--- src/rtl/wdt_pkg.sv ---
package wdt_pkg;

  localparam int unsigned REG_W  = 32;
  localparam int unsigned CNT_W  = 6;
  localparam int unsigned SPARE_W = 2;

  // Byte offsets on the register bus
  localparam logic [3:0] OFF_RELOAD = 4'h0;
  localparam logic [3:0] OFF_INIT   = 4'h1;
  localparam logic [3:0] OFF_STAT   = 4'h4;
  localparam logic [3:0] OFF_CTRL   = 4'h8;

  // Bit positions
  localparam int unsigned ST_FIRST  = 1;
  localparam int unsigned ST_BOOT   = 9;
  localparam int unsigned ST_SECOND = 10;
  localparam int unsigned CT_HALT   = 12;

  localparam logic [7:0]       RELOAD_KEY = 8'h01;
  localparam logic [CNT_W-1:0] INIT_MIN   = CNT_W'(4);

  localparam logic [REG_W-1:0] STAT_MASK =
    (REG_W'(1) << ST_FIRST) | (REG_W'(1) << ST_BOOT) | (REG_W'(1) << ST_SECOND);

  // Timeout field values below INIT_MIN are refused
  function automatic logic init_legal(input logic [CNT_W-1:0] v);
    return v >= INIT_MIN;
  endfunction

  // A tick that finds the count at one (or lower) is an expiry
  function automatic logic is_last_tick(input logic [CNT_W-1:0] cnt);
    return cnt <= CNT_W'(1);
  endfunction

  // Build the set vector for the sticky status flags
  function automatic logic [REG_W-1:0] status_set(input logic first_ev,
                                                  input logic second_ev,
                                                  input logic boot_ev);
    logic [REG_W-1:0] v;
    v = '0;
    v[ST_FIRST]  = first_ev;
    v[ST_SECOND] = second_ev;
    v[ST_BOOT]   = boot_ev;
    return v;
  endfunction

  // Write-one-to-clear update, setting wins over clearing
  function automatic logic [REG_W-1:0] w1c_next(input logic [REG_W-1:0] cur,
                                                input logic [REG_W-1:0] clr,
                                                input logic [REG_W-1:0] set);
    return ((cur & ~clr) | set) & STAT_MASK;
  endfunction

endpackage

--- src/rtl/wdt_prescaler.sv ---
module wdt_prescaler #(
  parameter int unsigned TICK_CYCLES = 150_000_000
) (
  input  logic clk,
  input  logic rst_n,
  input  logic run,
  input  logic restart,
  output logic tick
);

  localparam int unsigned PRE_W = (TICK_CYCLES > 1) ? $clog2(TICK_CYCLES) : 1;
  localparam logic [PRE_W-1:0] PRE_LAST = PRE_W'(TICK_CYCLES - 1);

  logic [PRE_W-1:0] phase_q;

  assign tick = run && !restart && (phase_q == PRE_LAST);

  always_ff @(posedge clk or negedge rst_n) begin
    if (!rst_n) begin
      phase_q <= '0;
    end else if (restart) begin
      phase_q <= '0;
    end else if (run) begin
      if (tick) phase_q <= '0;
      else      phase_q <= phase_q + PRE_W'(1);
    end
  end

endmodule

--- src/rtl/wdt_countdown.sv ---
module wdt_countdown
  import wdt_pkg::*;
#(
  parameter logic [CNT_W-1:0] DEFAULT_INIT = CNT_W'(50)
) (
  input  logic             clk,
  input  logic             rst_n,
  input  logic             tick,
  input  logic             reload,
  input  logic [CNT_W-1:0] init_val,
  output logic [CNT_W-1:0] count,
  output logic             exp_first,
  output logic             exp_second
);

  logic [CNT_W-1:0] count_q;
  logic             armed_q;
  logic             expire;

  always_comb begin
    expire     = tick && !reload && is_last_tick(count_q);
    exp_first  = expire && !armed_q;
    exp_second = expire && armed_q;
  end

  always_ff @(posedge clk or negedge rst_n) begin
    if (!rst_n) begin
      count_q <= DEFAULT_INIT;
      armed_q <= 1'b0;
    end else if (reload) begin
      count_q <= init_val;
      armed_q <= 1'b0;
    end else if (expire) begin
      count_q <= init_val;
      armed_q <= !armed_q;
    end else if (tick) begin
      count_q <= count_q - CNT_W'(1);
    end
  end

  assign count = count_q;

endmodule

--- src/rtl/wdt_regs.sv ---
module wdt_regs
  import wdt_pkg::*;
#(
  parameter int unsigned      ADDR_W       = 4,
  parameter logic [CNT_W-1:0] DEFAULT_INIT = CNT_W'(50)
) (
  input  logic              clk,
  input  logic              por_n,
  input  logic              rst_n,
  input  logic              wr,
  input  logic              rd,
  input  logic [ADDR_W-1:0] addr,
  input  logic [REG_W-1:0]  wdata,
  input  logic [CNT_W-1:0]  count,
  input  logic              exp_first,
  input  logic              exp_second,
  input  logic              reboot_en,
  output logic [REG_W-1:0]  rdata,
  output logic              halt,
  output logic [CNT_W-1:0]  init_field,
  output logic              reload_hit,
  output logic [REG_W-1:0]  status,
  output logic              rst_req
);

  logic               hit_reload, hit_init, hit_stat, hit_ctrl;
  logic [SPARE_W-1:0] spare_q;
  logic [CNT_W-1:0]   init_q;
  logic               halt_q;
  logic [REG_W-1:0]   status_q;
  logic [REG_W-1:0]   stat_clr;
  logic [REG_W-1:0]   stat_set;
  logic               rst_req_q;

  always_comb begin
    hit_reload = (addr == ADDR_W'(OFF_RELOAD));
    hit_init   = (addr == ADDR_W'(OFF_INIT));
    hit_stat   = (addr == ADDR_W'(OFF_STAT));
    hit_ctrl   = (addr == ADDR_W'(OFF_CTRL));
    reload_hit = wr && hit_reload && (wdata[7:0] == RELOAD_KEY);
    stat_clr   = (wr && hit_stat) ? (wdata & STAT_MASK) : '0;
    stat_set   = status_set(exp_first, exp_second, exp_second && reboot_en);
  end

  // Initial-value register: spare bits always taken, timeout field only if legal
  always_ff @(posedge clk or negedge rst_n) begin
    if (!rst_n) begin
      spare_q <= '0;
      init_q  <= DEFAULT_INIT;
    end else if (wr && hit_init) begin
      spare_q <= wdata[CNT_W +: SPARE_W];
      if (init_legal(wdata[CNT_W-1:0])) init_q <= wdata[CNT_W-1:0];
    end
  end

  // Control register: halt is set out of reset
  always_ff @(posedge clk or negedge rst_n) begin
    if (!rst_n)                halt_q <= 1'b1;
    else if (wr && hit_ctrl)   halt_q <= wdata[CT_HALT];
  end

  // Status lives in the power-on domain only
  always_ff @(posedge clk or negedge por_n) begin
    if (!por_n) status_q <= '0;
    else        status_q <= w1c_next(status_q, stat_clr, stat_set);
  end

  always_ff @(posedge clk or negedge por_n) begin
    if (!por_n) rst_req_q <= 1'b0;
    else        rst_req_q <= exp_second && reboot_en;
  end

  always_comb begin
    rdata = '0;
    if (rd) begin
      if (hit_reload)    rdata = REG_W'(count);
      else if (hit_init) rdata = REG_W'({spare_q, init_q});
      else if (hit_stat) rdata = status_q;
      else if (hit_ctrl) rdata = REG_W'(halt_q) << CT_HALT;
    end
  end

  assign halt       = halt_q;
  assign init_field = init_q;
  assign status     = status_q;
  assign rst_req    = rst_req_q;

endmodule

--- src/rtl/wdt_two_stage.sv ---
module wdt_two_stage
  import wdt_pkg::*;
#(
  parameter int unsigned      TICK_CYCLES  = 150_000_000,
  parameter logic [CNT_W-1:0] DEFAULT_INIT = CNT_W'(50),
  parameter int unsigned      ADDR_W       = 4
) (
  input  logic              clk,
  input  logic              por_n,
  input  logic              warm_rst_n,
  input  logic              reboot_en,
  input  logic              bus_wr,
  input  logic              bus_rd,
  input  logic [ADDR_W-1:0] bus_addr,
  input  logic [31:0]       bus_wdata,
  output logic [31:0]       bus_rdata,
  output logic              expiry_irq,
  output logic              sys_rst_req
);

  logic             rst_n;
  logic             tick;
  logic             halt_q;
  logic             reload_hit;
  logic [CNT_W-1:0] count_q;
  logic [CNT_W-1:0] init_field;
  logic             exp_first;
  logic             exp_second;
  logic [REG_W-1:0] status_q;

  assign rst_n = por_n & warm_rst_n;

  wdt_prescaler #(.TICK_CYCLES(TICK_CYCLES)) u_pre (
    .clk     (clk),
    .rst_n   (rst_n),
    .run     (!halt_q),
    .restart (reload_hit),
    .tick    (tick)
  );

  wdt_countdown #(.DEFAULT_INIT(DEFAULT_INIT)) u_cnt (
    .clk        (clk),
    .rst_n      (rst_n),
    .tick       (tick),
    .reload     (reload_hit),
    .init_val   (init_field),
    .count      (count_q),
    .exp_first  (exp_first),
    .exp_second (exp_second)
  );

  wdt_regs #(.ADDR_W(ADDR_W), .DEFAULT_INIT(DEFAULT_INIT)) u_regs (
    .clk        (clk),
    .por_n      (por_n),
    .rst_n      (rst_n),
    .wr         (bus_wr),
    .rd         (bus_rd),
    .addr       (bus_addr),
    .wdata      (bus_wdata),
    .count      (count_q),
    .exp_first  (exp_first),
    .exp_second (exp_second),
    .reboot_en  (reboot_en),
    .rdata      (bus_rdata),
    .halt       (halt_q),
    .init_field (init_field),
    .reload_hit (reload_hit),
    .status     (status_q),
    .rst_req    (sys_rst_req)
  );

  assign expiry_irq = status_q[ST_FIRST];

endmodule

--- config.mk ---
export PLATFORM = sky130hd
export DESIGN_NAME = wdt_two_stage
export DESIGN_NICKNAME = d
export VERILOG_FILES = /design/src/rtl/wdt_pkg.sv /design/src/rtl/wdt_prescaler.sv /design/src/rtl/wdt_countdown.sv /design/src/rtl/wdt_regs.sv /design/src/rtl/wdt_two_stage.sv
export SDC_FILE = /design/constraint.sdc
export NUM_CORES = 1
export LEC_CHECK = 0
export CORE_MARGIN = 2
export CORE_UTILIZATION = 44
export CTS_CLUSTER_DIAMETER = 100
export DETAILED_ROUTE_END_ITERATION = 12
export PLACE_DENSITY = 0.74
export SETUP_SLACK_MARGIN = 0.15
export SLEW_MARGIN = 15
export SYNTH_ARGS = -nofsm -noshare
export SYNTH_HDL_FRONTEND = slang
export SYNTH_SLANG_ARGS = --single-unit
--- constraint.sdc ---
create_clock -name clk -period 1.9 [get_ports clk]
set_clock_uncertainty 0.05 [all_clocks]
set_input_delay 0.57 -clock clk [delete_from_list [all_inputs] [get_ports clk]]
set_output_delay 0.57 -clock clk [all_outputs]
set_load 0.05 [all_outputs]
==> results.py <==
metrics = {
    "floorplan": {
        "core-area_um2": 6390,
        "initial_utilization": 0.459,
        "rows": 29,
        "fp.dieW_um": 85.6,
        "dieArea_um2": 7330,
        "die_h_um": 85.6,
        "ioPinCount": 76,
    },
    "global_routing": {
        "grt_max_degree": 45,
        "grtUsageTotal": 0.280,
        "grt_pass1_vias": 3062,
        "antenna_found_initial": 0,
        "grt_pass1_wl_mm": 16.1,
        "grt_overflow": 0,
    },
    "cts": {
        "cts_htree_levels": 2,
        "clk_path_buf_depth": 2,
        "clock-root-buffer": "clkbuf_8",
        "clk_pin_slew_ns": 0.10,
        "holdBufCountCts": 0,
        "cts-buffers-inserted": 5,
        "insertion_delay_ns": 0.31,
        "cts_tree": "done",
        "cts_num_sinks": 48,
    },
    "pwr": {
        "p_leak_nw": 2.23,
        "p_clk_frac": 0.219,
        "internal-power_mw": 2.00,
        "irDropWorstVdd_mv": 0.500,
        "seqPwrFrac": 0.423,
        "switching_share": 0.353,
        "power.switching_mw": 1.09,
        "p_per_area_nw_per_um2": 613,
        "combinationalPowerShare": 0.359,
    },
    "setup_path": {
        "crit_fanout": 4,
        "rr_endpoint": "u_cnt.count[1]",
        "crit_path_end_kind": "flip-flop",
        "setup.worst_path.class": "in2reg",
        "reg2reg_from": "u_pre.phase_q[0]",
        "ff2ff_path_depth": 7,
        "crit_required_ns": 2.05,
        "worstPathArrival_ns": 2.45,
        "critPathLaunchType": "input pin",
        "ff2ff_setup_slack_ns": -0.19,
    },
    "sta": {
        "fin_crit_sh": 1.21,
        "hold_violations": 0,
        "min_period_ns": 2.30,
        "timing.fmax_mhz": 434,
        "whs_ns": 0.427,
        "fin_ws_ns": -0.404,
        "setup_viol": 48,
        "rsz0062_at_grt": "true",
        "drv_slew": 0,
    },
    "synthesis": {
        "yosys_warnings": 0,
        "syn_area_um2": 2930,
        "seq_area_frac_synth": 0.413,
        "synth_simple_gate_area_frac": 0.302,
        "avgSynthCellArea_um2": 9.30,
        "synth_mux_area_frac": 0.0303,
        "synth_compound_area_frac": 0.0974,
        "synth_top_family_by_area": "simple AND/OR/NAND/NOR gates",
        "dominantRegCellSynth": "dfrtp_1",
        "synth_fa_ha_area_frac": 0.0128,
        "synthCells": 315,
        "netlist-cell-type-count": 52,
        "ys_seq_elements": 48,
        "synthArstFlopShare": 1.00,
        "synth-xor-area-share": 0.0628,
        "synth_edf_count": 0,
    },
    "place": {
        "placed_cells": 481,
        "globalplace.congestion": 0.795,
        "place_ws_ns": -0.827,
        "place_area_um2": 4150,
        "place_hpwl_mm": 5.72,
        "port_buffers": 33,
    },
    "final_layout": {
        "synthToLayoutAreaGrowth_pct": 72.3,
        "drive_above_1_share": 0.532,
        "finalNetCount": 486,
        "antenna_cells": 0,
        "fin_cells": 519,
        "finish.utilization": 0.791,
        "fin_area_um2": 5050,
    },
    "route": {
        "drt_iter0_markers": 332,
        "drt_wl_total_mm": 11.7,
        "detail_route.wl_per_cell_um": 22.5,
        "dr.pass1.iters": 5,
        "via_per_inst": 6.13,
        "drtAntennaViolNets": 0,
        "num_vias": 3183,
        "drc_errors": 0,
    },
    "run_status": {
        "violations": "setup timing",
        "status": "finished with violations",
    },
    "run": {
        "max_cap_violations": 0,
    },
    "hold_path": {
        "hold_class": "in2async",
    },
}
-- per-stage QoR --
| step | power, mW | TNS, ns |
|---|---|---|
| after global routing | 3.19 | -12.18 |
| after floorplan | 1.73 | -1.96 |
| final | 3.09 | -9.77 |
| after detailed placement | 2.00 | -32.29 |
| after global placement | 1.98 | -29.72 |
| after CTS | 2.88 | -7.73 |
-- per-layer routing --
layer / share of wire / global-route usage
met2: 0.51 / 0.484
met3: 0.064 / 0.0385
met1: 0.37 / 0.352
met4: 0.056 / 0.120
met5: 0 / 0
-- critical path: stages --
cell,delay [ns]
buf_8,0.11
nor4_4,0.31
buf_4,0.18
buf_4,0.11
buf_6,0.10
a41oi_4,0.13
buf_6,0.16
buf_12,0.13
buf_6,0.13
nor4_4,0.25
xnor2_1,0.20
nor2_1,0.07
-- power groups by stage --
stage	Clock, mW	Sequential, mW	Combinational (mW)
after CTS	0.658	1.29	0.940
final	0.677	1.31	1.11
after global placement	0	1.30	0.682
after global routing	0.704	1.32	1.17
after detailed placement	0	1.30	0.696
after floorplan	0	1.26	0.464
-- layout by cell type (no fill, tap or decap), types with 5 or more instances in the layout --
cell             count
nor4b_4              6
dfrtp_1             37
buf_6               28
buf_12              17
mux2_2               7
nand4_1              9
conb_1              21
or3_4                8
clkdlybuf4s50_1      6
a21oi_2              6
nand3_1             15
nor3_4               7
o21ai_1              7
dfstp_2              7
buf_4               64
nor4_4              10
and4_1               5
xnor2_1             19
clkbuf_8             6
nand2_1             20
nor2_1              25
-- cells in the mapped netlist (all sizes together) (2+ instances only) --
| cell | number | area (um2) |
|---|---|---|
| nor2 | 29 | 109 |
| a22o | 6 | 52.6 |
| nor3b | 3 | 22.5 |
| nor4 | 12 | 96.3 |
| o211ai | 2 | 15.0 |
| nand3 | 19 | 95.1 |
| nand4 | 9 | 56.3 |
| xnor2 | 20 | 175 |
| and3 | 5 | 31.3 |
| nor2b | 3 | 18.8 |
| nor3 | 12 | 65.1 |
| clkbuf | 9 | 33.8 |
| nand2 | 21 | 78.8 |
| inv | 5 | 18.8 |
| dfstp | 7 | 184 |
| nand2b | 2 | 12.5 |
| buf | 25 | 183 |
| or3 | 10 | 67.6 |
| and4 | 8 | 70.1 |
| or4 | 2 | 15.0 |
| mux2 | 7 | 78.8 |
| o21ai | 17 | 85.1 |
| nor4b | 8 | 76.3 |
| and2 | 5 | 31.3 |
| a21oi | 8 | 40.0 |
| nand3b | 2 | 15.0 |
| ha | 3 | 37.5 |
| dfrtp | 41 | 1030 |
-- flip-flops by register name, indices dropped and copies added, names as in the netlist --
name,cells
u_regs.halt,1
u_regs.rst_req,1
u_cnt.count,6
u_regs.init_field,6
u_pre.phase_q,28
u_regs.spare_q,2
u_regs.status,3
u_cnt.armed_q,1
-- worst max-delay path by stage --
stage,start,end,slack [ns],depth (start not counted)
after floorplan,bus_addr[2],bus_rdata[1],-0.16,3
after detailed placement,bus_wdata[3],u_pre.phase_q[18],-0.83,7
after global routing,bus_addr[2],u_pre.phase_q[25],-0.41,12
after CTS,bus_addr[1],bus_rdata[4],-0.34,7
final,bus_addr[2],u_pre.phase_q[25],-0.40,12
after global placement,bus_wdata[3],u_pre.phase_q[26],-0.72,7
-- cell families (layout without fill, tap and decap cells) --
group | Yosys count | count (layout)
xor+xnor | 21 | 21
flops | 48 | 48
fa+ha+maj | 3 | 3
mux | 8 | 8
other cells | 1 | 21
compound gates | 42 | 42
buf+inv | 39 | 146
simple gates | 153 | 153
-- cell type report --
class	count	area, um2
clock buffers	6	82.6
clock inverters	2	10.0
fillers	344	1340
inverters	5	22.5
multi-input cells	248	2180
flip-flops and latches	48	1210
well taps	77	96.3
repair buffers	133	1440
-- repair_timing --
action                                  4_1_cts  5_1_grt
cloned                                        4        0
resized for setup                           120       41
pin swaps                                    49       39
buffers inserted                             13       13
endpoints found under the setup margin       58       53
Power figures use the tool's default switching activity.
